`src/rtl/mem_io_unit.sv`:
```
`timescale 1ns/1ps
module mem_io_unit #(
  parameter int RAM_BYTES = 8192,
  parameter int ROM_BYTES = 256,
  parameter logic [15:0] UART_CTL_ADDR = 16'hFFF8,
  parameter logic [15:0] UART_DAT_ADDR = 16'hFFFA,
  localparam int DATA_BYTES = RAM_BYTES + ROM_BYTES,
  localparam int BANK_DEPTH = DATA_BYTES / 2,
  localparam int BIDX_W = $clog2(BANK_DEPTH)
)(
  input  logic              clk,
  input  logic              rst_n,
  input  logic              req,
  input  logic [2:0]        op,
  input  logic [15:0]       addr,
  input  logic [15:0]       wdata,
  input  logic [15:0]       old_val,
  output logic              busy,
  output logic              fault,
  output logic              ld_valid,
  output logic [15:0]       ld_data,
  output logic              ev_en,
  output logic              ev_we,
  output logic [BIDX_W-1:0] ev_idx,
  output logic [7:0]        ev_wdata,
  input  logic [7:0]        ev_rdata,
  output logic              od_en,
  output logic              od_we,
  output logic [BIDX_W-1:0] od_idx,
  output logic [7:0]        od_wdata,
  input  logic [7:0]        od_rdata,
  output logic              p_rd,
  output logic              p_wr,
  output logic [1:0]        p_sel,
  output logic [15:0]       p_wdata,
  input  logic [15:0]       p_rdata,
  input  logic              p_ready
);

  localparam logic [2:0] OP_LDW = 3'd0, OP_LDL = 3'd1, OP_LDH = 3'd2, OP_LDB = 3'd3;
  localparam logic [2:0] OP_STW = 3'd4, OP_STL = 3'd5, OP_STH = 3'd6, OP_BAD = 3'd7;
  localparam logic [16:0] RAM_END  = 17'(RAM_BYTES);
  localparam logic [16:0] DATA_END = 17'(DATA_BYTES);

  typedef enum logic [1:0] {S_IDLE, S_MEMRD, S_PWAIT} st_t;
  st_t state;

  logic [2:0]  op_q;
  logic [15:0] old_q;
  logic        odd_q;

  wire accept  = req && (state != S_PWAIT);
  wire is_word = (op == OP_LDW) || (op == OP_STW);
  wire is_st   = (op == OP_STW) || (op == OP_STL) || (op == OP_STH);
  wire is_ld   = !op[2];
  wire odd     = addr[0];

  wire [16:0] last_b  = {1'b0, addr} + {16'b0, is_word};
  wire in_data   = last_b < DATA_END;
  wire hits_rom  = is_st && (last_b >= RAM_END);
  wire mem_ok    = in_data && !hits_rom && (op != OP_BAD);

  wire sel_ctl   = addr == UART_CTL_ADDR;
  wire sel_dat   = addr == UART_DAT_ADDR;
  wire per_ok    = (sel_ctl || sel_dat) && (op == OP_LDW || op == OP_STW);
  wire bad       = !(mem_ok || per_ok);

  wire go_mem    = accept && mem_ok;
  wire go_per    = accept && per_ok;

  wire [BIDX_W-1:0] idx_lo = addr[BIDX_W:1];
  wire [BIDX_W-1:0] idx_nx = idx_lo + {{(BIDX_W-1){1'b0}}, 1'b1};
  wire [7:0] byte_src = (op == OP_STH) ? wdata[15:8] : wdata[7:0];

  assign ev_en    = go_mem && (is_word || !odd);
  assign od_en    = go_mem && (is_word || odd);
  assign ev_we    = ev_en && is_st;
  assign od_we    = od_en && is_st;
  assign ev_idx   = (is_word && odd) ? idx_nx : idx_lo;
  assign od_idx   = idx_lo;
  assign ev_wdata = (op == OP_STW) ? (odd ? wdata[7:0] : wdata[15:8]) : byte_src;
  assign od_wdata = (op == OP_STW) ? (odd ? wdata[15:8] : wdata[7:0]) : byte_src;

  assign p_rd    = go_per && (op == OP_LDW);
  assign p_wr    = go_per && (op == OP_STW);
  assign p_sel   = {sel_dat, sel_ctl} & {2{go_per}};
  assign p_wdata = wdata;

  assign fault = accept && bad;
  assign busy  = ((state == S_PWAIT) && !p_ready) || (accept && !bad && (is_ld || per_ok));

  always_ff @(posedge clk or negedge rst_n) begin
    if (!rst_n) begin
      state <= S_IDLE;
      op_q  <= OP_LDW;
      old_q <= '0;
      odd_q <= 1'b0;
    end else if (state == S_PWAIT) begin
      if (p_ready) state <= S_IDLE;
    end else if (go_per) begin
      state <= S_PWAIT;
      op_q  <= op;
    end else if (go_mem && is_ld) begin
      state <= S_MEMRD;
      op_q  <= op;
      old_q <= old_val;
      odd_q <= odd;
    end else begin
      state <= S_IDLE;
    end
  end

  wire [7:0] hi_b = odd_q ? od_rdata : ev_rdata;
  wire [7:0] lo_b = odd_q ? ev_rdata : od_rdata;

  assign ld_valid = (state == S_MEMRD) || ((state == S_PWAIT) && p_ready && (op_q == OP_LDW));

  always_comb begin
    ld_data = '0;
    if (state == S_MEMRD) begin
      case (op_q)
        OP_LDW:  ld_data = {hi_b, lo_b};
        OP_LDL:  ld_data = {old_q[15:8], hi_b};
        OP_LDH:  ld_data = {hi_b, old_q[7:0]};
        default: ld_data = {{8{hi_b[7]}}, hi_b};
      endcase
    end else if (state == S_PWAIT) begin
      ld_data = p_rdata;
    end
  end

endmodule

```
`config.mk`:
```
export PLATFORM = sky130hd
export DESIGN_NAME = mem_io_unit
export DESIGN_NICKNAME = d
export VERILOG_FILES = /design/src/rtl/mem_io_unit.sv
export SDC_FILE = /design/constraint.sdc
export NUM_CORES = 1
export LEC_CHECK = 0
export ABC_AREA = 1
export BUFFER_PORTS_ARGS = -buffer_cell sky130_fd_sc_hd__buf_2
export CAP_MARGIN = 5
export CORE_MARGIN = 3
export CORE_UTILIZATION = 45
export CTS_BUF_LIST = sky130_fd_sc_hd__clkbuf_4 sky130_fd_sc_hd__clkbuf_8
export DETAILED_ROUTE_END_ITERATION = 7
export GPL_ROUTABILITY_DRIVEN = 0
export PLACE_DENSITY = 0.82
export SKIP_LAST_GASP = 1
export SYNTH_ARGS = -nofsm -noshare
export SYNTH_HDL_FRONTEND = slang
export SYNTH_SLANG_ARGS = --single-unit
```
`constraint.sdc`:
```
create_clock -name clk -period 3.2 [get_ports clk]
set_clock_uncertainty 0.05 [all_clocks]
set_input_delay 0.64 -clock clk [delete_from_list [all_inputs] [get_ports clk]]
set_output_delay 0.64 -clock clk [all_outputs]
set_load 0.05 [all_outputs]
```
# == Yosys cells after proc, flatten, opt, wreduce, memory -nomap -nowiden ==
# Cells that the tools add are included.
# word_totals
register_bits,22
in_bits,87
output_inout_bits,85
word_cells,81
# classes
n_addsub,2
magnitude_cmp,2
eq_ne,12
muxes,17
n_bitwise,3
reduce_logical,41
# op_table
operator,n
8-bit two-way mux,7
16-bit case mux with 3 select lines,1
16-bit == test (second input constant),2
16-bit two-way mux,2
1-bit logical AND,21
16-bit by 1-bit adder with 17-bit output,1
17-bit by 14-bit greater-or-equal comparator with 1-bit output (second input constant),1
17-bit by 14-bit less-than comparator with 1-bit output (second input constant),1
13-bit by 1-bit adder with 13-bit output (second input constant),1
13-bit two-way mux,1
1-bit logical OR,10
3-bit == test (second input constant),3
3-bit zero test,2
2-bit two-way mux,3
3-bit two-way mux,2
1-bit zero test,5
2-bit != test (second input constant),2
3-bit by 1-bit == test with 1-bit output (second input constant),1
3-bit by 2-bit == test with 1-bit output (second input constant),1
3-bit != test (second input constant),1
3-bit AND reduction,1
2-bit bitwise AND,1
2-bit by 1-bit == test with 1-bit output (second input constant),1
2-bit == test (second input constant),1
other kinds (4),5

# == Logic depth before layout (Yosys ltp) ==
# logic_depth
ltp_word,13
ltp_mapped,16
ltp_nobuf,15

# == Worst setup path after synthesis ==
# No wires, ideal clock.
# synth_path
kind,input port to output port
startpoint,input addr[9]
endpoint,output p_sel[0]
t_arrival_ns,2.976
setup_slack_ns,-0.466
stages,8
path_buffers,0
path_cell_list,nand2_1 nor2_1 nand2_1 nor2_1 nand3_1 nor3_1 nand2_2 nor4_1
# synth_via
elab_chain_len,5
# synth_rtl
item,line,text
start: declaration,15,"input logic [15:0] addr,"
"16-bit == test, on equally long branches","63, 64",
1-bit logical OR,65,wire per_ok = (sel_ctl || sel_dat) && (op == OP_LDW || op == OP_STW);
1-bit logical AND,65,
1-bit logical AND,69,wire go_per = accept && per_ok;
2-bit bitwise AND (*),86,"assign p_sel = {sel_dat, sel_ctl} & {2{go_per}};"
end: declaration,34,"output logic [1:0] p_sel,"
# Mark *: on every way between the ends. The rest lies on a longest branch, timed or not.

# == Worst setup path after layout ==
# layout_path
startpoint,input op[0]
endpoint,output od_we
# layout_via
elab_chain_len,11
# layout_rtl
item,line,text
start: declaration,14,"input logic [2:0] op,"
3-bit == test or 3-bit zero test (tied branches),"53, 54",
1-bit logical OR,53,wire is_word = (op == OP_LDW) || (op == OP_STW);
16-bit by 1-bit adder with 17-bit output,58,"wire [16:0] last_b = {1'b0, addr} + {16'b0, is_word};"
17-bit by 14-bit greater-or-equal comparator with 1-bit output,60,wire hits_rom = is_st && (last_b >= RAM_END);
1-bit logical AND,60,
1-bit zero test,61,wire mem_ok = in_data && !hits_rom && (op != OP_BAD);
1-bit logical AND (2 in a row),61,
1-bit logical AND,68,wire go_mem = accept && mem_ok;
1-bit logical AND,76,assign od_en = go_mem && (is_word || odd);
1-bit logical AND (*),78,assign od_we = od_en && is_st;
end: declaration,28,"output logic od_we,"
# Marked as above.

==> implementation parameters <==
Parameter                              Value

Logic synthesis
  Adder-cell share of the synthesized area    2.20%
  Post-synthesis share of cell area spent on xor and xnor gates    2.46%
  Compound-Gate Fraction of Synth Area    18.6%
  Number of warnings issued by yosys    0
  Dominant combinational cell family by area after synthesis    simple AND/OR/NAND/NOR gates
  Post-synthesis share of cell area spent on and, or, nand and nor gates    38.6%
  Fraction of the yosys area taken by sequential cells    19.3%
  Mux cell area share after synthesis    0.395%
  Synthesized Nets    570
  Number of register bits inferred by synthesis    22
  Cell count after synthesis    478
  Number of enable flip-flop cells after synthesis    0
  Number of library cell types mapped by synthesis    33
  Avg Inst Size Synth    5.96 um^2
  Most used DFF post-synth    sky130_fd_sc_hd__dfrtp_1
  Share of flip-flops with an asynchronous set or reset    100%
  Netlist Area Pre-Place    0.00285 mm^2

Clock network
  CTS root buffer    sky130_fd_sc_hd__clkbuf_8
  Clock transition at path regs    0.08 ns
  Hold bufs inserted after CTS    0
  Worst skew pair latency    0.26 ns
  Max Root-Sink Buffers    2
  CTS tree    yes
  Sink count of the clock tree    22
  Num CTS Buffers    3
  Maximum level of the CTS H-tree    1

Die
  Width of the die    85.6 um
  Standard-cell row count    28
  Number of top-level pins    172
  Placeable core region    0.00603 mm^2
  Full die area    0.00732 mm^2
  Starting density of the core    47.3%
  Height of the die    85.6 um

Min path
  Type of the tightest min-delay check    primary input to asynchronous set/reset pin

Timing
  Share of the cycle needed by the critical path after routing    96.2%
  Final Setup Violations    0
  Final slew viol count    0
  Count of final hold-check violations    0
  Pin slew with the least headroom to its limit    0.920 ns
  Setup TNS    0 ns
  Final-layout worst hold slack    0.287 ns
  Normalized max-slew margin    38.4%
  Highest Clock Rate    325 MHz
  RSZ-0062 raised after global routing    true
  Post-route minimum period    3.08 ns

Layout
  P&R area growth vs syn    34.2%
  Fraction of layout instances using a drive strength above 1    38.0%
  Antenna cells    0
  Post-Layout Cell Count    707
  Post-layout util    63.4%
  Number of nets in the layout    725

Power
  Cell area power density    332 mW/mm^2
  Worst vdd rail ir drop    0.192 mV
  Total leakage power    2.22 nW

Global route
  Number of global-route vias before repair    3,309
  Largest net degree at the start of global routing    29
  Global routing usage summed across all routing layers    23.9%
  Antenna violations before repair    0
  First-pass GRT wire length    14.6 mm
  GRT overflow    0

Drt
  Avg WL per Cell    13.3 um
  Wire length after detailed routing    9.42 mm
  Initial drt markers    211
  DRC    0
  Total via count in the routed design    3,719
  Number of nets still failing antenna checks after routing    0
  Vias per cell    5.26
  First-pass detailed-route iteration total    5

Placement
  Count of buffers from port buffering    171
  Cell count after placement    701
  DPL Wire Length    7.55 mm

Critical path
  Worst EP arrival    2.39 ns
  Ordered cell list for the critical path    buf_2 > nor2_4 > ha_4 > nand2_2 > inv_2 > nand2_2 > o21ai_1 > nand2_1 > nor2_1 > nand2_1 > a21oi_2 > nand4_1 > nor2_2 > buf_6
  CP max-delay cell    sky130_fd_sc_hd__nor2_4
  CP max stage delay    0.18 ns
  CP startpoint kind    primary input
  Data required, critical path    2.51 ns
  Kind of end point of the critical path    output port
  Critical Setup Path Class    primary input to output port
  Largest fanout of any net on the critical path    3

Status
  Outcome    completed

Flow run
  Max Cap Violations    0
==> flip-flops by register name, indices dropped and copies added, names as in the netlist <==
name	count
state	2
old_q	16
op_q	3
odd_q	1
==> cell usage in the layout, fill, tap and decap left out, types with 2 or more instances in the layout <==
master	instances
sky130_fd_sc_hd__nor3_1	2
sky130_fd_sc_hd__o221ai_1	7
sky130_fd_sc_hd__ha_4	2
sky130_fd_sc_hd__nand3_1	21
sky130_fd_sc_hd__dfrtp_1	22
sky130_fd_sc_hd__clkbuf_8	4
sky130_fd_sc_hd__xor2_1	7
sky130_fd_sc_hd__o21ai_0	43
sky130_fd_sc_hd__nand2_2	18
sky130_fd_sc_hd__a21oi_2	2
sky130_fd_sc_hd__o211ai_1	16
sky130_fd_sc_hd__nor2_1	19
sky130_fd_sc_hd__ha_1	3
sky130_fd_sc_hd__inv_1	56
sky130_fd_sc_hd__buf_2	165
sky130_fd_sc_hd__nor2_2	9
sky130_fd_sc_hd__nand4_1	7
sky130_fd_sc_hd__nor3_2	2
sky130_fd_sc_hd__a21oi_1	10
sky130_fd_sc_hd__a22o_1	7
sky130_fd_sc_hd__buf_4	28
sky130_fd_sc_hd__nand2_1	165
sky130_fd_sc_hd__nor2_4	3
==> metrics by stage <==
step	area (um^2)	power, mW	worst slack [ns]
2_1_floorplan	2870	0.865	-0.102
3_3_place_gp	3670	1.05	0.0475
3_5_place_dp	3670	1.06	-0.0507
4_1_cts	3740	1.26	-0.00448
5_1_grt	3820	1.35	-0.0307
6_report	3820	1.27	0.123
==> layout make-up <==
type,instances,area (um^2)
sequential,22,551
multi-input combinational,353,1850
tap,75,93.8
inverter,59,224
timing repair buffer,194,1050
clock buffer,4,55.1
fill,568,2200
==> synth_stat cells (12+ instances only) <==
library cell	number	share of area (%)
sky130_fd_sc_hd__nand3_1	21	3.7
sky130_fd_sc_hd__dfrtp_1	22	19
sky130_fd_sc_hd__clkbuf_1	12	1.6
sky130_fd_sc_hd__nand2_2	17	3.7
sky130_fd_sc_hd__nand2_1	166	22
sky130_fd_sc_hd__nor2_1	23	3.0
sky130_fd_sc_hd__o21ai_0	43	7.6
sky130_fd_sc_hd__o211ai_1	16	4.2
sky130_fd_sc_hd__a21oi_1	12	2.1
sky130_fd_sc_hd__buf_4	30	7.9
sky130_fd_sc_hd__inv_1	57	7.5
==> worst paths after layout <==
check                                      from               endpoint  slack (ns)  depth (start not counted)
max                                       op[0]                  od_we        0.12                         14
min                                       rst_n   state[0]$_DFFE_PN0N_        0.29                          1
max reg2reg                state[0]$_DFFE_PN0N_  old_q[12]$_DFFE_PN0P_        1.61                          8
min reg2reg                old_q[0]$_DFFE_PN0P_   old_q[0]$_DFFE_PN0P_        0.43                          2
max in group asynchronous                 rst_n   old_q[7]$_DFFE_PN0P_        2.48                          1
min in group clk           old_q[0]$_DFFE_PN0P_   old_q[0]$_DFFE_PN0P_        0.43                          2
==> per-layer routing <==
metal | share of wire, % | GRT usage, % | vias to the layer above
li1 | - | - | 1820
met1 | 39 | 28.3 | 1670
met2 | 49 | 44.1 | 213
met3 | 10 | 3.46 | 16
met4 | 2.1 | 7.34 | 0
met5 | 0 | 0 | -
==> what timing repair did <==
action                                  4_1_cts  5_1_grt
endpoints found under the setup margin        5       10
pin swaps                                     0        6
resized for setup                             5       16
setup buffers                                 0        2
==> cells by family (layout without fill, tap and decap cells) <==
kind of cell               Yosys count  after routing
buffers and inverters              103            257
and+or+nand+nor                    252            252
adders and majority gates            5              5
xor gates and xnor gates             8              8
muxes                                1              1
AOI/OAI and AO/OA                   87             87
DFF                                 22             22
==> critical path: cells and delay by family <==
family	cells	cell delay (ns)
compound gates	2	0.29
fa+ha+maj	1	0.17
buf+inv	3	0.36
simple gates	8	0.93
==> power breakdown <==
| group | internal (mW) | switching (mW) |
|---|---|---|
| Sequential | 0.330 | 0.0531 |
| Clock | 0.110 | 0.0882 |
| Combinational | 0.209 | 0.479 |
(Power assumes the default switching activity.)
